[src/rtl/pgood_supervisor.sv]
module pgood_supervisor #(
  parameter int VW  = 10,
  parameter int NPH = 3,
  localparam int PW = (NPH > 1) ? $clog2(NPH) : 1,
  localparam int XW = VW + 3
) (
  input  logic          clk,
  input  logic          rst_n,
  input  logic [VW-1:0] fb_code,
  input  logic [VW-1:0] vid_code,
  input  logic          full_phase,
  input  logic          cyc_end,
  input  logic [PW-1:0] cyc_phase,
  input  logic          cyc_cur,
  output logic          pgood,
  output logic          crowbar
);

  logic [XW-1:0] nom_x, fb_x, lo_thr, hi_thr, rel_thr;
  logic          in_win;
  logic [NPH-1:0] act, dead;
  logic [1:0]     miss [NPH];

  assign nom_x   = XW'(vid_code);
  assign fb_x    = XW'(fb_code);
  assign lo_thr  = (nom_x * XW'(4) + XW'(4)) / XW'(5);
  assign hi_thr  = (nom_x * XW'(6)) / XW'(5);
  assign rel_thr = nom_x >> 1;
  assign in_win  = (fb_x >= lo_thr) && (fb_x <= hi_thr);

  for (genvar g = 0; g < NPH; g++) begin : g_ph
    if (g < NPH - 1) begin : g_fixed
      assign act[g] = 1'b1;
    end else begin : g_opt
      assign act[g] = full_phase;
    end
    assign dead[g] = act[g] && (miss[g] == 2'd3);

    always_ff @(posedge clk or negedge rst_n) begin
      if (!rst_n)
        miss[g] <= 2'd0;
      else if (!act[g])
        miss[g] <= 2'd0;
      else if (cyc_end && cyc_phase == PW'(g)) begin
        if (cyc_cur)
          miss[g] <= 2'd0;
        else if (miss[g] != 2'd3)
          miss[g] <= miss[g] + 2'd1;
      end
    end

    assert_miss_step_R3: assert property (@(posedge clk) disable iff (!rst_n)
      (miss[g] != $past(miss[g])) |-> (miss[g] == 2'd0 || miss[g] == $past(miss[g]) + 2'd1));

    assert_idle_clear_R7: assert property (@(posedge clk) disable iff (!rst_n)
      !act[g] |=> (miss[g] == 2'd0));
  end

  always_ff @(posedge clk or negedge rst_n) begin
    if (!rst_n) begin
      pgood   <= 1'b0;
      crowbar <= 1'b0;
    end else begin
      pgood   <= in_win && (dead == '0);
      crowbar <= crowbar ? !(fb_x < rel_thr) : (fb_x > hi_thr);
    end
  end

  assert_window_dom_R2: assert property (@(posedge clk) disable iff (!rst_n)
    pgood |-> ($past(fb_x) >= $past(lo_thr) && $past(fb_x) <= $past(hi_thr)));

  assert_open_low_R4: assert property (@(posedge clk) disable iff (!rst_n)
    pgood |-> ($past(dead) == '0));

  assert_trip_R5: assert property (@(posedge clk) disable iff (!rst_n)
    $rose(crowbar) |-> ($past(fb_x) > $past(hi_thr)));

  assert_hold_R6: assert property (@(posedge clk) disable iff (!rst_n)
    $fell(crowbar) |-> ($past(fb_x) < $past(rel_thr)));

endmodule

[config.mk]
export PLATFORM = sky130hd
export DESIGN_NAME = pgood_supervisor
export DESIGN_NICKNAME = d
export VERILOG_FILES = /design/src/rtl/pgood_supervisor.sv
export SDC_FILE = /design/constraint.sdc
export NUM_CORES = 1
export LEC_CHECK = 0
export ABC_CLOCK_PERIOD_IN_PS = 4200
export CAP_MARGIN = 25
export CORE_MARGIN = 2
export CORE_UTILIZATION = 35
export CTS_CLUSTER_SIZE = 25
export DETAILED_ROUTE_END_ITERATION = 10
export PLACE_DENSITY = 0.52
export RECOVER_POWER = 100
export SLEW_MARGIN = 25
export SYNTH_ARGS = -nofsm -noshare
export SYNTH_HDL_FRONTEND = slang
export SYNTH_SLANG_ARGS = --single-unit
[constraint.sdc]
create_clock -name clk -period 4.2 [get_ports clk]
set_clock_uncertainty 0.2 [all_clocks]
set_input_delay 1.26 -clock clk [delete_from_list [all_inputs] [get_ports clk]]
set_output_delay 1.26 -clock clk [all_outputs]
set_load 0.05 [all_outputs]
==> results of run 1 <==
kinds of logic (layout without fill, tap and decap cells):
logic type	after synthesis	count (layout)	synth area share, %
XOR/XNOR	57	57	7.89
AND/OR/NAND/NOR	416	416	31.8
AO/OA/AOI/OAI	374	374	40.7
adder cells (fa/ha/maj)	52	52	9.31
flip-flops	8	8	2.84
multiplexers	18	18	2.75
buffers and inverters	71	625	4.71
registers in the layout (all words and copies together), names as in the netlist:
signal / cells
miss: 6
crowbar: 1
pgood: 1
Yosys cell counts, types with 14 or more instances:
| library cell | count | area [sq um] |
|---|---|---|
| nand2_1 | 85 | 319 |
| nor2_1 | 82 | 308 |
| a21oi_1 | 65 | 325 |
| o21ai_0 | 56 | 280 |
| ha_1 | 50 | 626 |
| nand3_1 | 42 | 210 |
| xnor2_1 | 42 | 368 |
| nor3_1 | 37 | 185 |
| inv_1 | 25 | 93.8 |
| a211oi_1 | 21 | 158 |
| nor2b_1 | 19 | 119 |
| clkbuf_1 | 18 | 67.6 |
| nand2b_1 | 17 | 106 |
| nand4_1 | 17 | 106 |
| o211ai_1 | 17 | 128 |
| buf_2 | 15 | 75.1 |
| or3_1 | 14 | 87.6 |
what timing repair did:
action,CTS,global route
hold buffers,0,0
pin swaps,119,108
resized for setup,212,101
setup buffers,59,36
gates cloned,1,0
endpoints found under the setup margin,2,2
power groups by stage:
| stage | Sequential (mW) | Clock [mW] | Combinational (mW) |
|---|---|---|---|
| floorplan | 0.145 | 0 | 3.93 |
| global placement | 0.124 | 0 | 7.20 |
| detailed placement | 0.125 | 0 | 7.28 |
| CTS | 0.124 | 0.171 | 7.98 |
| global route | 0.129 | 0.173 | 9.66 |
| finish | 0.125 | 0.170 | 9.01 |
metal layers:
| metal | vias up | part of all wire (%) |
|---|---|---|
| li1 | 5031 | - |
| met1 | 4951 | 43 |
| met2 | 326 | 51 |
| met3 | 56 | 3.5 |
| met4 | 0 | 2.1 |
| met5 | - | 0 |
path summary, 6_finish.rpt:
path	end	cells after the start	slack [ns]
max in group asynchronous	miss[2]$_DFFE_PN0P_	1	2.26
hold / removal	miss[5]$_DFFE_PN0P_	2	0.31
hold reg to reg	miss[5]$_DFFE_PN0P_	2	0.31
setup / recovery	pgood$_DFF_PN0_	52	-6.18
min in group asynchronous	miss[0]$_DFFE_PN0P_	1	1.21
setup reg to reg	pgood$_DFF_PN0_	4	2.46
through the flow:
stage | util, % | setup WS (ns)
2_1_floorplan | - | -6.09
3_3_place_gp | 57.8 | -6.95
3_5_place_dp | 57.8 | -7.10
4_1_cts | 64.7 | -6.12
5_1_grt | 68.6 | -6.63
6_report | 68.6 | -6.18
layout make-up:
cell class	count	share of cell area, %
multi-input cells	917	60.1
well taps	265	2.47
clock buffers	3	0.558
repair buffers	591	34.5
inverters	31	0.903
flip-flops and latches	8	1.49
placed cells by master (no fill, tap or decap), types with 10 or more instances in the layout:
cell             instances
and2_1                  10
a211oi_1                10
a211o_1                 12
buf_6                   26
nor2_1                  67
a21oi_1                 41
a21oi_2                 20
nor2_2                  12
buf_4                  535
xnor2_2                 12
nand2_1                 78
inv_1                   22
o31ai_1                 11
o21ai_0                 37
xnor2_1                 30
o21ai_1                 17
clkdlybuf4s50_1         13
o211ai_1                17
nand3_1                 37
nand2b_1                14
nor3_1                  27
nand4_1                 17
ha_1                    38
a21o_1                  13
nor2b_1                 18
tightest hold or removal path: cells and delay by family (launching register included):
kind / cells / cell delay, ns
AO/OA/AOI/OAI: 1 / 0.06
flip-flops: 1 / 0.36
AND/OR/NAND/NOR: 1 / 0.05
==> qor.yml, run 1 <==
final_area_sq_mm: 0.0134
cts_tree: "built"
fin_crit_sh_pct: 247
clock_latency_ns: 0.23
instances_no_fill: 1815
ir_worst_vdd_mv: 0.441
worst_slack_ns: -6.18
power.density_mw_per_mm2: 692
clock.fmax_mhz: 96.4
cp_max_fo: 5
power_frac_comb_pct: 96.8
grt_util_all_layers_pct: 27.0
crit_path_end_kind: "flip-flop"
grt_pass1_vias: 9959
first_pass_iters: 5
netlist_area_sq_mm: 0.00704
syn-instance-count: 996
status: "complete, but fails checks"
grt.overflow.total: 0
drt_iter0_drc: 667
syn_nets: 1074
core-area_sq_mm: 0.0196
antenna_found_initial: 0
violations: "negative setup slack"
multi_input_area_sq_mm: 0.00808
initial_utilization_pct: 36.0
worst_setup_path_start_kind: "input port"
cpMaxStageDelayCell: "a2111o_1"
yosysWarnings: 0
whs_ns: 0.314
n_fill_cell: 1622
cap_violations: 0
pwr-share-clk_pct: 1.8
htreeDepth: 1
grt_use_met2_pct: 50.2
cp_data_arrival_time_ns: 10.31
ys.flop_type: "dfrtp_1"
synth_edf_count: 0
cts_buffers: 3
drive_gt1_share_pct: 55.5
max-slew-margin-rel_pct: 55.2
hp-start: "miss[5]$_DFFE_PN0P_"
p_int_mw: 4.99
dp_cells: 1720
p_sw_mw: 4.31
crit_required_ns: 4.13
place_congestion: 0.915
min_period_ns: 10.38
p_sw_share_pct: 46.4
ys_ff_latch: 8
max_stage_delay_ns: 0.54
ant_nets: 0
regArea_sq_um: 200
grt_max_degree: 14
drc: 0
place_area_sq_mm: 0.0113
leakagePower_nw: 5.79
syn_to_final_growth_pct: 90.9
die_area_sq_mm: 0.0213
cp_num_buf_inv: 11
rsz0062_at_grt: "yes"
r2r_start: "miss[2]$_DFFE_PN0P_"
via_count: 10364
setup_viol: 2
crit_family: "compound AO/OA/AOI/OAI gates"
die_w_um: 146
antenna_cells: 0
slew_violations: 0
seqPwrFrac_pct: 1.3
yosysUniqueCellTypes: 118
cts.clk_slew.worst_paths_ns: 0.04
ys_async_sr_fraction_pct: 100
use_met1_pct: 34.0
finalPower_mw: 9.30
cts-root-buf: "clkbuf_16"
die_h_um: 146
use_met3_pct: 1.13
numClockSinks: 8
fin_nets: 1630
synth_seq_area_share_pct: 2.84
num_io_pins: 29
clockBufferDepth: 2
drt_wl_total_um: 31300
top_usage_layer: "met2"
row_count: 51
grt_pass1_wl_um: 48900
avgSynthCellArea_sq_um: 7.07
vias_per_cell: 5.71
dpl.hpwl_um: 22800
io_buffers: 28
tns_ns: -12.30
hold_viol_final: 0
hold_class: "reg -> reg"
avgRoutedWirePerCell_um: 17.2
worst_slew_pin_slew_ns: 0.663
crit_start: "vid_code[1]"
critPathKind: "in -> reg"
cpMostUsedCell: "buf_4"
No activity file was read; power rests on OpenSTA's default activity.
==> run 2, diff against run 1 <==
--- a/config.mk
+++ b/config.mk
@@ -5,7 +5,6 @@
 export SDC_FILE = /design/constraint.sdc
 export NUM_CORES = 1
 export LEC_CHECK = 0
-export ABC_CLOCK_PERIOD_IN_PS = 4200
 export CAP_MARGIN = 25
 export CORE_MARGIN = 2
 export CORE_UTILIZATION = 35
==> results of run 2 <==
No change in the layout: final DEF, timing and power equal those of run 1.
==> run 3, diff against run 2 <==
--- a/config.mk
+++ b/config.mk
@@ -5,14 +5,13 @@
 export SDC_FILE = /design/constraint.sdc
 export NUM_CORES = 1
 export LEC_CHECK = 0
-export CAP_MARGIN = 25
-export CORE_MARGIN = 2
+export CAP_MARGIN = 20
 export CORE_UTILIZATION = 35
 export CTS_CLUSTER_SIZE = 25
 export DETAILED_ROUTE_END_ITERATION = 10
 export PLACE_DENSITY = 0.52
 export RECOVER_POWER = 100
-export SLEW_MARGIN = 25
+export SLEW_MARGIN = 10
 export SYNTH_ARGS = -nofsm -noshare
 export SYNTH_HDL_FRONTEND = slang
 export SYNTH_SLANG_ARGS = --single-unit
==> qor.yml, run 3 (synthesis results as in run 1) <==
status: "complete, but fails checks"
violations: "negative setup slack"
core-area_sq_mm: 0.0196  # unchanged
clock.fmax_mhz: 96.1  # -0.24%
grt.overflow.total: 0  # unchanged
num_io_pins: 29  # unchanged
drt_wl_total_um: 29500  # -5.8%
drt_iter0_drc: 549  # -18%
htreeDepth: 1  # unchanged
largest_registers: "miss (6), crowbar (1), pgood (1)"
finalPower_mw: 8.72  # -6.3%
clock_latency_ns: 0.23  # about the same
whs_ns: 0.302  # -0.0116 ns
cts_buffers: 3  # unchanged
max-slew-margin-rel_pct: 55.8  # +0.61 points
die_h_um: 144  # -1.4%
io_buffers: 28  # unchanged
die_area_sq_mm: 0.0207  # -2.7%
rsz0062_at_grt: "yes"
largest_reg_flops: 6  # unchanged
ant_nets: 0  # unchanged
cpMostUsedCell: "buf_6"
fin_nets: 1593  # -2.3%
grt_pass1_wl_um: 47000  # -3.9%
grt_max_degree: 14  # unchanged
hold_viol_final: 0  # unchanged
worst_slack_ns: -6.20  # -0.0252 ns
post-place-ws_ns: -7.23  # -0.132 ns
n_fill_cell: 1693  # +4.4%
place_congestion: 0.877  # -4.1%
leakagePower_nw: 5.56  # -4.0%
cts_tree: "built"
syn_to_final_growth_pct: 80.8
dpl.hpwl_um: 22600  # -0.86%
setup_viol: 2  # unchanged
final_common_cell: "buf_4"
grt_util_all_layers_pct: 27.8  # +0.86 points
drc: 0  # unchanged
clockBufferDepth: 2  # unchanged
final_util_pct: 65.0  # -3.6 points
crit_path_end_kind: "flip-flop"
tns_ns: -12.21  # +0.0823 ns
antenna_found_initial: 0  # unchanged
avgRoutedWirePerCell_um: 16.6  # -3.8%
drive_gt1_share_pct: 52.1  # -3.4 points
initial_utilization_pct: 36.0  # unchanged
cts-root-buf: "clkbuf_16"
cp_max_fo: 7  # +2
row_count: 51  # unchanged
fin_crit_sh_pct: 248  # +0.60 points
largest_register: "miss"
vias_per_cell: 5.62  # -1.5%
slew_violations: 0  # unchanged
cap_violations: 0  # unchanged
critPathKind: "in -> reg"
die_w_um: 144  # -1.4%
worst_setup_path_start_kind: "input port"
grt_pass1_vias: 9765  # -1.9%
worst_slew_pin_slew_ns: 0.652  # -0.0110 ns
power.density_mw_per_mm2: 685  # -1.0%
cpMaxStageDelayCell: "or4b_4"
first_pass_iters: 5  # unchanged
max_stage_delay_ns: 0.49  # -0.05 ns
crit_required_ns: 4.13  # about the same
hold_class: "reg -> reg"
cts.clk_slew.worst_paths_ns: 0.04  # about the same
ir_worst_vdd_mv: 0.412  # -6.4%
min_period_ns: 10.40  # +0.0252 ns
via_count: 10000  # -3.5%
numClockSinks: 8  # unchanged
antenna_cells: 0  # unchanged
final_cell_mix: "buf_4, nand2_1, nor2_1"
cp_data_arrival_time_ns: 10.33  # +0.02 ns
run 3: changes by cell type in the layout (fill, tap and decap cells not counted), sizes merged:
| cell | change |
|---|---|
| clkdlybuf4s15 | +1 |
| clkbuf | +1 |
| buf | -38 |
| dlygate4sd2 | -1 |
run 3: where the power goes:
group / internal, mW / leakage [nW] / switching (mW) / total [mW]
Combinational: 4.48 / 5.41 / 3.95 / 8.43
Sequential: 0.100 / 0.105 / 0.0239 / 0.124
Clock: 0.124 / 0.0370 / 0.0451 / 0.169
Total: 4.70 / 5.56 / 4.02 / 8.72
run 3: layer usage:
layer  share of wire (%)  up-vias  global-route usage (%)
met3                 2.9       64                    1.53
met5                   0        -                       0
li1                    -     4964                       -
met4                 3.0        0                    9.41
met1                  45     4755                    35.2
met2                  50      217                    49.8
run 3: what timing repair did:
action | 4_1_cts | 5_1_grt
hold endpoints to repair | 0 | 0
pin swaps | 90 | 67
hold buffers | 0 | 0
setup endpoints to repair | 2 | 2
setup buffers | 49 | 25
gates cloned | 0 | 1
resized for setup | 185 | 70
run 3: final timing paths:
| kind | slack (ns) | from | depth (start not counted) | to |
|---|---|---|---|---|
| worst max-delay path | -6.20 | vid_code[1] | 49 | pgood$_DFF_PN0_ |
| worst min-delay path | 0.30 | miss[5]$_DFFE_PN0P_ | 2 | miss[5]$_DFFE_PN0P_ |
| worst max register to register | 2.52 | miss[0]$_DFFE_PN0P_ | 5 | miss[0]$_DFFE_PN0P_ |
| worst min register to register | 0.30 | miss[5]$_DFFE_PN0P_ | 2 | miss[5]$_DFFE_PN0P_ |
| max in group asynchronous | 2.27 | rst_n | 1 | miss[2]$_DFFE_PN0P_ |
| min in group asynchronous | 1.21 | rst_n | 1 | crowbar$_DFF_PN0_ |
run 3: final cells by class:
type	instances	area, sq um	share of cell area, %
Inverter	31	121	0.953
Sequential cell	8	200	1.57
Multi-Input combinational cell	917	7650	60.0
Tap cell	265	332	2.60
Timing Repair Buffer	554	4360	34.3
Clock buffer	3	75.1	0.589
run 3: worst max-delay path, delay by kind of cell:
kind                     cells  cell delay [ns]
XOR/XNOR                     3             0.63
adder cells (fa/ha/maj)      3             0.69
AND/OR/NAND/NOR             17             2.80
AO/OA/AOI/OAI               17             3.35
buffers and inverters        7             0.88
multiplexers                 2             0.66
run 3: metrics by stage:
step           std cells  instance area [sq um]
2_1_floorplan        996                   7370
3_3_place_gp        1702                  11200
3_5_place_dp        1702                  11200
4_1_cts             1753                  12300
5_1_grt             1778                  12700
6_report            1778                  12700
